<file path="config.mk">
export PLATFORM = sky130hd
export DESIGN_NAME = chain_walker
export DESIGN_NICKNAME = d
export VERILOG_FILES = /design/src/rtl/chain_walker_pkg.sv /design/src/rtl/cw_fetch.sv /design/src/rtl/cw_regs.sv /design/src/rtl/chain_walker.sv
export SDC_FILE = /design/constraint.sdc
export NUM_CORES = 1
export LEC_CHECK = 0
export BUFFER_PORTS_ARGS = -buffer_cell sky130_fd_sc_hd__buf_2
export CAP_MARGIN = 40
export CORE_MARGIN = 8
export CORE_UTILIZATION = 30
export DETAILED_ROUTE_END_ITERATION = 10
export GPL_TIMING_DRIVEN = 0
export SLEW_MARGIN = 25
export SYNTH_ARGS = -nofsm -noshare
export SYNTH_HDL_FRONTEND = slang
export SYNTH_SLANG_ARGS = --single-unit
</file>
<file path="constraint.sdc">
create_clock -name clk -period 3.01 [get_ports clk]
set_input_delay 0.602 -clock clk [delete_from_list [all_inputs] [get_ports clk]]
set_output_delay 0.602 -clock clk [all_outputs]
set_load 0.01 [all_outputs]
</file>
<file path="src/rtl/chain_walker_pkg.sv">
`timescale 1ns/1ps
package chain_walker_pkg;
  localparam int WORD_W     = 32;
  localparam int DESC_WORDS = 8;
  localparam int DESC_BYTES = DESC_WORDS * WORD_W / 8;
  localparam int ALIGN_W    = $clog2(DESC_BYTES);
  localparam int KEEP_WORDS = 4;
  localparam int W_LINK     = 0;
  localparam int W_BUF      = 1;
  localparam int W_LEN      = 2;
  localparam int W_CTRL     = 3;
  localparam int SOP_BIT    = 27;
  localparam int EOP_BIT    = 26;
  localparam int APP_W      = 24;

  typedef enum logic [1:0] {
    ST_IDLE  = 2'd0,
    ST_FETCH = 2'd1,
    ST_XFER  = 2'd2,
    ST_HALT  = 2'd3
  } walk_st_t;
endpackage

</file>
<file path="src/rtl/cw_fetch.sv">
`timescale 1ns/1ps
// Reads one descriptor, one word at a time, and keeps its leading words.
module cw_fetch #(
  parameter int WORD_W = 32,
  parameter int NWORDS = 8,
  parameter int KEEP   = 4
) (
  input  logic                        clk,
  input  logic                        rst,
  input  logic                        start,
  input  logic [WORD_W-1:0]           start_ptr,
  output logic                        mem_req,
  output logic [WORD_W-1:0]           mem_addr,
  input  logic                        mem_rvalid,
  input  logic [WORD_W-1:0]           mem_rdata,
  output logic                        done,
  output logic [KEEP-1:0][WORD_W-1:0] words
);
  localparam int IDX_W   = $clog2(NWORDS);
  localparam int BYTE_SH = $clog2(WORD_W / 8);
  localparam int BASE_AL = $clog2(NWORDS * WORD_W / 8);
  localparam logic [IDX_W-1:0] LAST = IDX_W'(NWORDS - 1);

  logic [IDX_W-1:0]  idx;
  logic [WORD_W-1:0] base;
  logic              busy;

  assign mem_addr = base + (WORD_W'(idx) << BYTE_SH);

  always_ff @(posedge clk) begin
    if (rst) begin
      idx     <= '0;
      base    <= '0;
      busy    <= 1'b0;
      mem_req <= 1'b0;
      done    <= 1'b0;
    end else begin
      mem_req <= 1'b0;
      done    <= 1'b0;
      if (start) begin
        base    <= start_ptr;
        idx     <= '0;
        busy    <= 1'b1;
        mem_req <= 1'b1;
      end else if (busy && mem_rvalid) begin
        if (idx == LAST) begin
          busy <= 1'b0;
          done <= 1'b1;
        end else begin
          idx     <= idx + 1'b1;
          mem_req <= 1'b1;
        end
      end
    end
  end

  always_ff @(posedge clk) begin
    if (rst) begin
      words <= '0;
    end else if (busy && mem_rvalid) begin
      for (int i = 0; i < KEEP; i++) begin
        if (idx == IDX_W'(i)) words[i] <= mem_rdata;
      end
    end
  end

  // A second request never directly follows a request
  assert_one_read_R2: assert property (@(posedge clk) disable iff (rst)
    mem_req |=> !mem_req);
  // The first word of a descriptor is read from an aligned base
  assert_base_aligned_R9: assert property (@(posedge clk) disable iff (rst)
    (mem_req && idx == '0) |-> (mem_addr[BASE_AL-1:0] == '0));
  // Completion only follows a returned read
  assert_done_after_data_R2: assert property (@(posedge clk) disable iff (rst)
    done |-> $past(mem_rvalid));
endmodule

</file>
<file path="src/rtl/cw_regs.sv">
`timescale 1ns/1ps
// Current and tail pointers, with the launch pointer and the tail comparison.
module cw_regs #(
  parameter int AW      = 32,
  parameter int ALIGN_W = 5
) (
  input  logic          clk,
  input  logic          rst,
  input  logic          sw_ok,
  input  logic          cur_wr,
  input  logic [AW-1:0] cur_wdata,
  input  logic          tail_wr,
  input  logic [AW-1:0] tail_wdata,
  input  logic          adv,
  input  logic [AW-1:0] adv_ptr,
  output logic [AW-1:0] launch_ptr,
  output logic          launch_aligned,
  output logic          at_tail
);
  logic [AW-1:0] cur_q;
  logic [AW-1:0] tail_q;

  always_ff @(posedge clk) begin
    if (rst) begin
      cur_q  <= '0;
      tail_q <= '0;
    end else begin
      if (adv)                  cur_q <= adv_ptr;
      else if (sw_ok && cur_wr) cur_q <= cur_wdata;
      if (tail_wr) tail_q <= tail_wdata;
    end
  end

  assign launch_ptr     = (sw_ok && cur_wr) ? cur_wdata : cur_q;
  assign launch_aligned = (launch_ptr[ALIGN_W-1:0] == '0);
  assign at_tail        = (cur_q == (tail_wr ? tail_wdata : tail_q));

  // The current pointer moves only on completion or on an idle write
  assert_cur_frozen_R8: assert property (@(posedge clk) disable iff (rst)
    (!sw_ok && !adv) |=> $stable(cur_q));
  // A completion loads the link pointer
  assert_cur_follows_link_R6: assert property (@(posedge clk) disable iff (rst)
    adv |=> (cur_q == $past(adv_ptr)));
endmodule

</file>
<file path="src/rtl/chain_walker.sv">
`timescale 1ns/1ps
module chain_walker
  import chain_walker_pkg::*;
(
  input  logic              clk,
  input  logic              rst,
  input  logic              cur_wr,
  input  logic [WORD_W-1:0] cur_wdata,
  input  logic              tail_wr,
  input  logic [WORD_W-1:0] tail_wdata,
  output logic              mem_req,
  output logic [WORD_W-1:0] mem_addr,
  input  logic              mem_rvalid,
  input  logic [WORD_W-1:0] mem_rdata,
  output logic              xfer_req,
  output logic [WORD_W-1:0] xfer_addr,
  output logic [WORD_W-1:0] xfer_len,
  output logic              xfer_sop,
  output logic              xfer_eop,
  output logic [APP_W-1:0]  xfer_app,
  input  logic              xfer_done,
  output logic              idle,
  output logic              err
);
  walk_st_t st;

  logic                              f_start;
  logic                              f_done;
  logic [WORD_W-1:0]                 f_ptr;
  logic [KEEP_WORDS-1:0][WORD_W-1:0] w;
  logic                              sw_ok;
  logic                              adv;
  logic                              launch_aligned;
  logic                              at_tail;
  logic [WORD_W-1:0]                 launch_ptr;
  logic [WORD_W-1:0]                 link_w;
  logic [WORD_W-1:0]                 ctrl_w;
  logic                              link_ok;
  logic                              unused_ctrl_bits;

  assign link_w  = w[W_LINK];
  assign ctrl_w  = w[W_CTRL];
  assign link_ok = (link_w[ALIGN_W-1:0] == '0);
  assign sw_ok   = (st == ST_IDLE);
  assign idle    = (st == ST_IDLE) || (st == ST_HALT);
  assign err     = (st == ST_HALT);
  assign unused_ctrl_bits = ^{ctrl_w[WORD_W-1:SOP_BIT+1], ctrl_w[EOP_BIT-1:APP_W]};

  cw_regs #(.AW(WORD_W), .ALIGN_W(ALIGN_W)) u_regs (
    .clk            (clk),
    .rst            (rst),
    .sw_ok          (sw_ok),
    .cur_wr         (cur_wr),
    .cur_wdata      (cur_wdata),
    .tail_wr        (tail_wr),
    .tail_wdata     (tail_wdata),
    .adv            (adv),
    .adv_ptr        (link_w),
    .launch_ptr     (launch_ptr),
    .launch_aligned (launch_aligned),
    .at_tail        (at_tail)
  );

  cw_fetch #(.WORD_W(WORD_W), .NWORDS(DESC_WORDS), .KEEP(KEEP_WORDS)) u_fetch (
    .clk        (clk),
    .rst        (rst),
    .start      (f_start),
    .start_ptr  (f_ptr),
    .mem_req    (mem_req),
    .mem_addr   (mem_addr),
    .mem_rvalid (mem_rvalid),
    .mem_rdata  (mem_rdata),
    .done       (f_done),
    .words      (w)
  );

  always_comb begin
    f_start = 1'b0;
    f_ptr   = launch_ptr;
    adv     = 1'b0;
    unique case (st)
      ST_IDLE: if (tail_wr && launch_aligned) f_start = 1'b1;
      ST_XFER: if (xfer_done) begin
        adv = 1'b1;
        if (!at_tail && link_ok) begin
          f_start = 1'b1;
          f_ptr   = link_w;
        end
      end
      default: ;
    endcase
  end

  always_ff @(posedge clk) begin
    if (rst) begin
      st        <= ST_IDLE;
      xfer_req  <= 1'b0;
      xfer_addr <= '0;
      xfer_len  <= '0;
      xfer_sop  <= 1'b0;
      xfer_eop  <= 1'b0;
      xfer_app  <= '0;
    end else begin
      unique case (st)
        ST_IDLE: if (tail_wr) st <= launch_aligned ? ST_FETCH : ST_HALT;
        ST_FETCH: if (f_done) begin
          if (w[W_LEN] == '0) begin
            st <= ST_HALT;
          end else begin
            st        <= ST_XFER;
            xfer_req  <= 1'b1;
            xfer_addr <= w[W_BUF];
            xfer_len  <= w[W_LEN];
            xfer_sop  <= ctrl_w[SOP_BIT];
            xfer_eop  <= ctrl_w[EOP_BIT];
            xfer_app  <= ctrl_w[APP_W-1:0];
          end
        end
        ST_XFER: if (xfer_done) begin
          xfer_req <= 1'b0;
          if (at_tail)      st <= ST_IDLE;
          else if (link_ok) st <= ST_FETCH;
          else              st <= ST_HALT;
        end
        default: st <= ST_HALT;
      endcase
    end
  end

  // No activity toward memory or the data mover while idle
  assert_idle_quiet_R12: assert property (@(posedge clk) disable iff (rst)
    idle |-> (!mem_req && !xfer_req));
  // The request and its fields hold until completion
  assert_req_hold_R13: assert property (@(posedge clk) disable iff (rst)
    (xfer_req && !xfer_done) |=> (xfer_req && $stable(xfer_addr) && $stable(xfer_len)
                                  && $stable(xfer_app)));
  // The request drops right after completion
  assert_req_release_R13: assert property (@(posedge clk) disable iff (rst)
    (xfer_req && xfer_done) |=> !xfer_req);
  // An empty buffer is never handed to the data mover
  assert_len_nonzero_R10: assert property (@(posedge clk) disable iff (rst)
    xfer_req |-> (xfer_len != '0));
  // The error state holds until reset
  assert_halt_sticky_R11: assert property (@(posedge clk) disable iff (rst)
    err |=> err);
endmodule

</file>
# Word-level counts from Yosys, hierarchy flattened
# Index checks and enable logic that the tools add are counted.
[op_classes]
eq_ne = 12
mux = 31
n_bitwise = 3
add_sub_neg = 2
reduce_logical = 25
[ops]
columns = ["op", "count"]
rows = [
  ["32-bit two-way mux", 6],
  ["32-bit by 5-bit adder with 32-bit output", 1],
  ["32-bit equality test", 1],
  ["32-bit logical NOT", 1],
  ["1-bit two-way mux", 16],
  ["2-bit two-way mux", 6],
  ["2-bit AND reduction", 6],
  ["5-bit logical NOT", 2],
  ["3-bit by 2-bit equality test with 1-bit output (second input constant)", 2],
  ["2-bit inequality test (second input constant)", 3],
  ["2-bit one-hot mux with 3 select lines", 1],
  ["3-bit AND reduction", 2],
  ["2-bit nonzero test", 3],
  ["2-bit equality test (second input constant)", 2],
  ["1-bit logical AND", 4],
  ["1-bit one-hot mux with 2 select lines", 2],
  ["4-bit AND reduction", 1],
  ["3-bit by 1-bit adder with 3-bit output (second input constant)", 1],
  ["3-bit by 1-bit equality test with 1-bit output (second input constant)", 1],
  ["3-bit equality test (second input constant)", 1],
  ["3-bit logical NOT", 1],
  ["1-bit NOT", 3],
  ["3-bit OR reduction", 1],
  ["2-bit by 1-bit equality test with 1-bit output (second input constant)", 1],
  ["other kinds (5)", 5],
]
[word_totals]
elab_cells = 91
out_inout_bits = 126
ff_bits = 319

# Depth between registers and ports, before layout
[depth]
ltp_word = 9
mapped_depth = 10
depth_no_buf = 8

# Cells and area by module
# Synthesis repeated with hierarchy kept, for this count alone.
[unflattened]
hier_cells = 1604
hier_area_um2 = 13616.8
[by_module_without_submodules]
columns = ["mod", "area_per_inst_um2", "instances", "cells_each"]
rows = [
  ["cw_fetch", 6433.7, 1, 783],
  ["chain_walker", 4110.2, 1, 495],
  ["cw_regs", 3072.9, 1, 326],
]

# Least setup slack after synthesis
# Ideal clock, no wire load.
[synth_path]
path_kind = "input-to-reg"
start = "in tail_wr"
end = "reg u_fetch.base[10]"
arrival_time_ps = 2445
t_required_ps = 2889
slack_ps = 444
path_stages = 10
path_cell_list = "buf_6 > buf_6 > mux2i_1 > xnor2_1 > nor4_2 > nand4_1 > o2111a_1 > buf_6 > buf_6 > mux2_4"
[synth_via]
elab_chain_cells = 7
[synth_rtl]
columns = ["item", "line", "source"]
rows = [
  ["start, declared", "chain_walker.sv:9", "input logic tail_wr,"],
  ["32-bit two-way mux", "cw_regs.sv:36", "assign at_tail = (cur_q == (tail_wr ? tail_wdata : tail_q));"],
  ["32-bit equality test", "cw_regs.sv:36", ""],
  ["1-bit logical NOT", "chain_walker.sv:85", "if (!at_tail && link_ok) begin"],
  ["1-bit logical AND", "chain_walker.sv:85", ""],
  ["1-bit two-way mux / 32-bit two-way mux (equally long branches)", "chain_walker.sv:85", ""],
  ["1-bit two-way mux / 32-bit two-way mux (equally long branches)", "chain_walker.sv:83", "ST_XFER: if (xfer_done) begin"],
  ["1-bit one-hot mux with 2 select lines / 32-bit two-way mux (equally long branches)", "chain_walker.sv:81", "unique case (st)"],
  ["end signal, assigned", "cw_fetch.sv:41", "base <= start_ptr;"],
  ["end, declared", "cw_fetch.sv:25", "logic [WORD_W-1:0] base;"],
]
# Parallel ways exist; a longest one is shown, timed or not.
# A chain may end at the register's enable or synchronous reset.

# Final worst setup path
[layout_path]
start = "reg u_fetch.base[9]"
end = "out mem_addr[25]"
[layout_via]
elab_chain_cells = 1
[layout_rtl]
columns = ["item", "line", "source"]
rows = [
  ["32-bit by 5-bit adder with 32-bit output", "cw_fetch.sv:28", "assign mem_addr = base + (WORD_W'(idx) << BYTE_SH);"],
  ["end, declared", "chain_walker.sv:12", "output logic [WORD_W-1:0] mem_addr,"],
]
# Every way passes these cells.

==> metrics.cfg <==
[route]
wire_per_inst_um=18.76
vias=11700
wl_mm=46.33
dr.pass1.iters=5
met2_length_mm=21.47
route.detailed.drc=0
antenna_left=0
via_per_inst=4.737
highest_layer=met4
wl_met1_mm=20.26
drt_iter0_drc=765
wl_met3_mm=3.312

[place]
dp_slack_ps=-90.08
io_buffers=223
dpl.cell_count=2391
dpl_cell_area_um2=15070
dp_hpwl_mm=36.03
place.gp.congestion=0.9088

[global_routing]
antenna_found_initial=0
grt_pass1_vias=11658
grt_pass1_wl_mm=69.57
grt_max_degree=15
grt.total_usage_pct=17.73
overflow=0

[pwr]
ir_drop_mv=0.3218
swShare_pct=28.51
powerDensity_nw_per_um2=654.3
p_int_mw=7.762
p_leak_nw=6.557
pwr-share-comb_pct=16.7
power.total_mw=10.86
p_sw_mw=3.095
clkPwrFrac_pct=40.8
sequentialPowerShare_pct=42.4

[worst_setup_path]
crit_cells=9
critPathMaxFanout=5
worstPathArrival_ps=2410
worst-r2r-cell-count=7
max_stage_delay_ps=350
critPathKind=flop to output port
crit_buf_inv=3
crit_family=simple AND/OR/NAND/NOR gates
crit_required_ps=2410
crit_chain=and4_4 > and4_4 > nand4_1 > buf_6 > nor3_4 > buf_6 > nand2_2 > xnor2_2 > buf_2
cp-start-kind=flop
slowest_stage=dfxtp_4
crit_path_end_kind=output port

[die]
io_pins=228
die_w_um=225.7
die_h_um=225.7
initial_core_util_pct=30.09
core_um2=43840
rows=77
dieArea_um2=50940

[synth]
syn_inst=1574
syn_avg_cell_area_um2=8.381
synth_ff_type=dfxtp_1
yosys_register_bits=317
yosysWarnings=0
synth.distinct_cells=46
mappedNetlistNets=1690
synth_edf_count=0
syn_area_um2=13190
yosysSeqAreaShare_pct=48.11
postSynth.asyncResetShare_pct=0

[clock_tree]
insertion_delay_ps=550
clockBufferDepth=3
clkSinkCount=317
root_buffer=clkbuf_16
ctsHoldBuffers=0
cts_tree=yes
htree_num_levels=2
clkTransAtPathRegs_ps=60
numCtsBuffers=36

[job]
drv_cap=0

[sta]
drv_slew=0
setup_viol=0
hold_ws_ps=325.9
tns_ps=0
hold_viol=0
fmax_mhz=332.5
worstMarginPinSlew_ps=819.2
finalClockSkew_ps=16.10
slew_headroom_pct=45.39
fin_ws_ps=2.832
fin_crit_ps=3007
rsz0062_at_grt=true
final.period_utilization_pct=99.91

[cells_and_area]
antenna_cells=0
layout_common_cells=nand2_1 (469), dfxtp_1 (310), a21oi_1 (241)
post-route-util_pct=37.85
areaGrowthSynthToFinish_pct=25.78
nets=1968
final_area_um2=16590
drive_above_1_share_pct=21.78
stdcell_count=2470
layout_commonest_cell=nand2_1

[run_status]
outcome=finished, final reports clean

[worst_hold_path]
min_path_cells=3
min_path_type=input pin to flop

==> cells by family (layout without fill, tap and decap cells) <==
logic type      after synthesis  in the layout  share of synthesized area (%)
simple gates                674            674                          21.84
flops                       317            317                          48.11
compound gates              273            273                          11.02
buf+inv                     125            429                          4.126
mux                         110            110                          9.466
xor+xnor                     61             61                          4.050
fa+ha+maj                    14             14                          1.385
==> worst register-to-register path, delay by kind of cell (launching register included) <==
family,cells,cell delay [ps]
compound gates,2,840
buf+inv,2,680
flops,1,320
simple gates,3,790
==> sequential cells by signal (all words and copies together), names as in the netlist, 2 cells and up <==
| signal | cells |
|---|---|
| u_fetch.words | 122 |
| st | 2 |
| xfer_addr | 32 |
| u_regs.tail_q | 32 |
| u_regs.cur_q | 32 |
| u_fetch.idx | 3 |
| xfer_app | 24 |
| xfer_len | 32 |
| u_fetch.base | 32 |
==> cell usage after synthesis, types with 7 or more instances <==
| cell | n | area [um^2] |
|---|---|---|
| mux2_4 | 17 | 255.2 |
| xnor2_1 | 54 | 473.0 |
| nand3_1 | 39 | 195.2 |
| nor4_1 | 13 | 81.33 |
| ha_1 | 13 | 162.7 |
| clkbuf_1 | 89 | 334.1 |
| inv_1 | 14 | 52.55 |
| dfxtp_1 | 317 | 6346 |
| nor4_2 | 8 | 100.1 |
| nand2_1 | 471 | 1768 |
| buf_6 | 7 | 78.83 |
| nand4_1 | 9 | 56.30 |
| mux2i_2 | 7 | 96.34 |
| nor2_1 | 79 | 296.5 |
| buf_1 | 9 | 33.78 |
| nor2b_1 | 27 | 168.9 |
| xor2_1 | 7 | 61.31 |
| a21oi_1 | 243 | 1216 |
| mux2i_1 | 57 | 570.6 |
| mux2_2 | 29 | 326.6 |
==> layout make-up <==
class                           count  area (um^2)
Fill cell                        4536        27240
Multi-Input combinational cell   1132         6479
Sequential cell                   317         6362
Timing Repair Buffer              240         1256
Clock buffer                       51         1027
Tap cell                          592        740.7
Buffer                            111        491.7
Clock inverter                     13        182.7
Inverter                           14        52.55
==> final timing paths <==
check	startpoint	slack (ps)	end
hold reg to reg	xfer_addr[30]$_SDFFE_PP0P_	450	xfer_addr[30]$_SDFFE_PP0P_
setup / recovery	u_fetch.base[9]$_SDFFE_PP0P_	3	mem_addr[25]
setup reg to reg	u_fetch.words[75]$_SDFFE_PP0P_	300	xfer_app[16]$_SDFFE_PP0P_
hold / removal	mem_rdata[31]	330	u_fetch.words[31]$_SDFFE_PP0P_
==> power by group through the flow <==
stage / sequential [mW] / clock [mW] / combinational [mW]
after floorplan: 4.62 / 0 / 1.24
after global placement: 4.68 / 0 / 1.75
after detailed placement: 4.69 / 0 / 1.77
after CTS: 4.60 / 4.50 / 1.81
after global routing: 4.63 / 4.69 / 1.99
final: 4.61 / 4.43 / 1.82
==> per-layer routing <==
metal,track usage (%),vias to the layer above
li1,-,5763
met1,22.89,5468
met2,29.21,401
met3,3.818,68
met4,5.660,0
met5,0,-
==> repair_timing <==
| item | 4_1_cts | 5_1_grt |
|---|---|---|
| endpoints found under the setup margin | 27 | 20 |
| cloned | 0 | 0 |
| gates resized for setup | 35 | 13 |
| pin swaps | 15 | 16 |
| setup buffers | 11 | 3 |
Power figures use the tool's default switching activity.
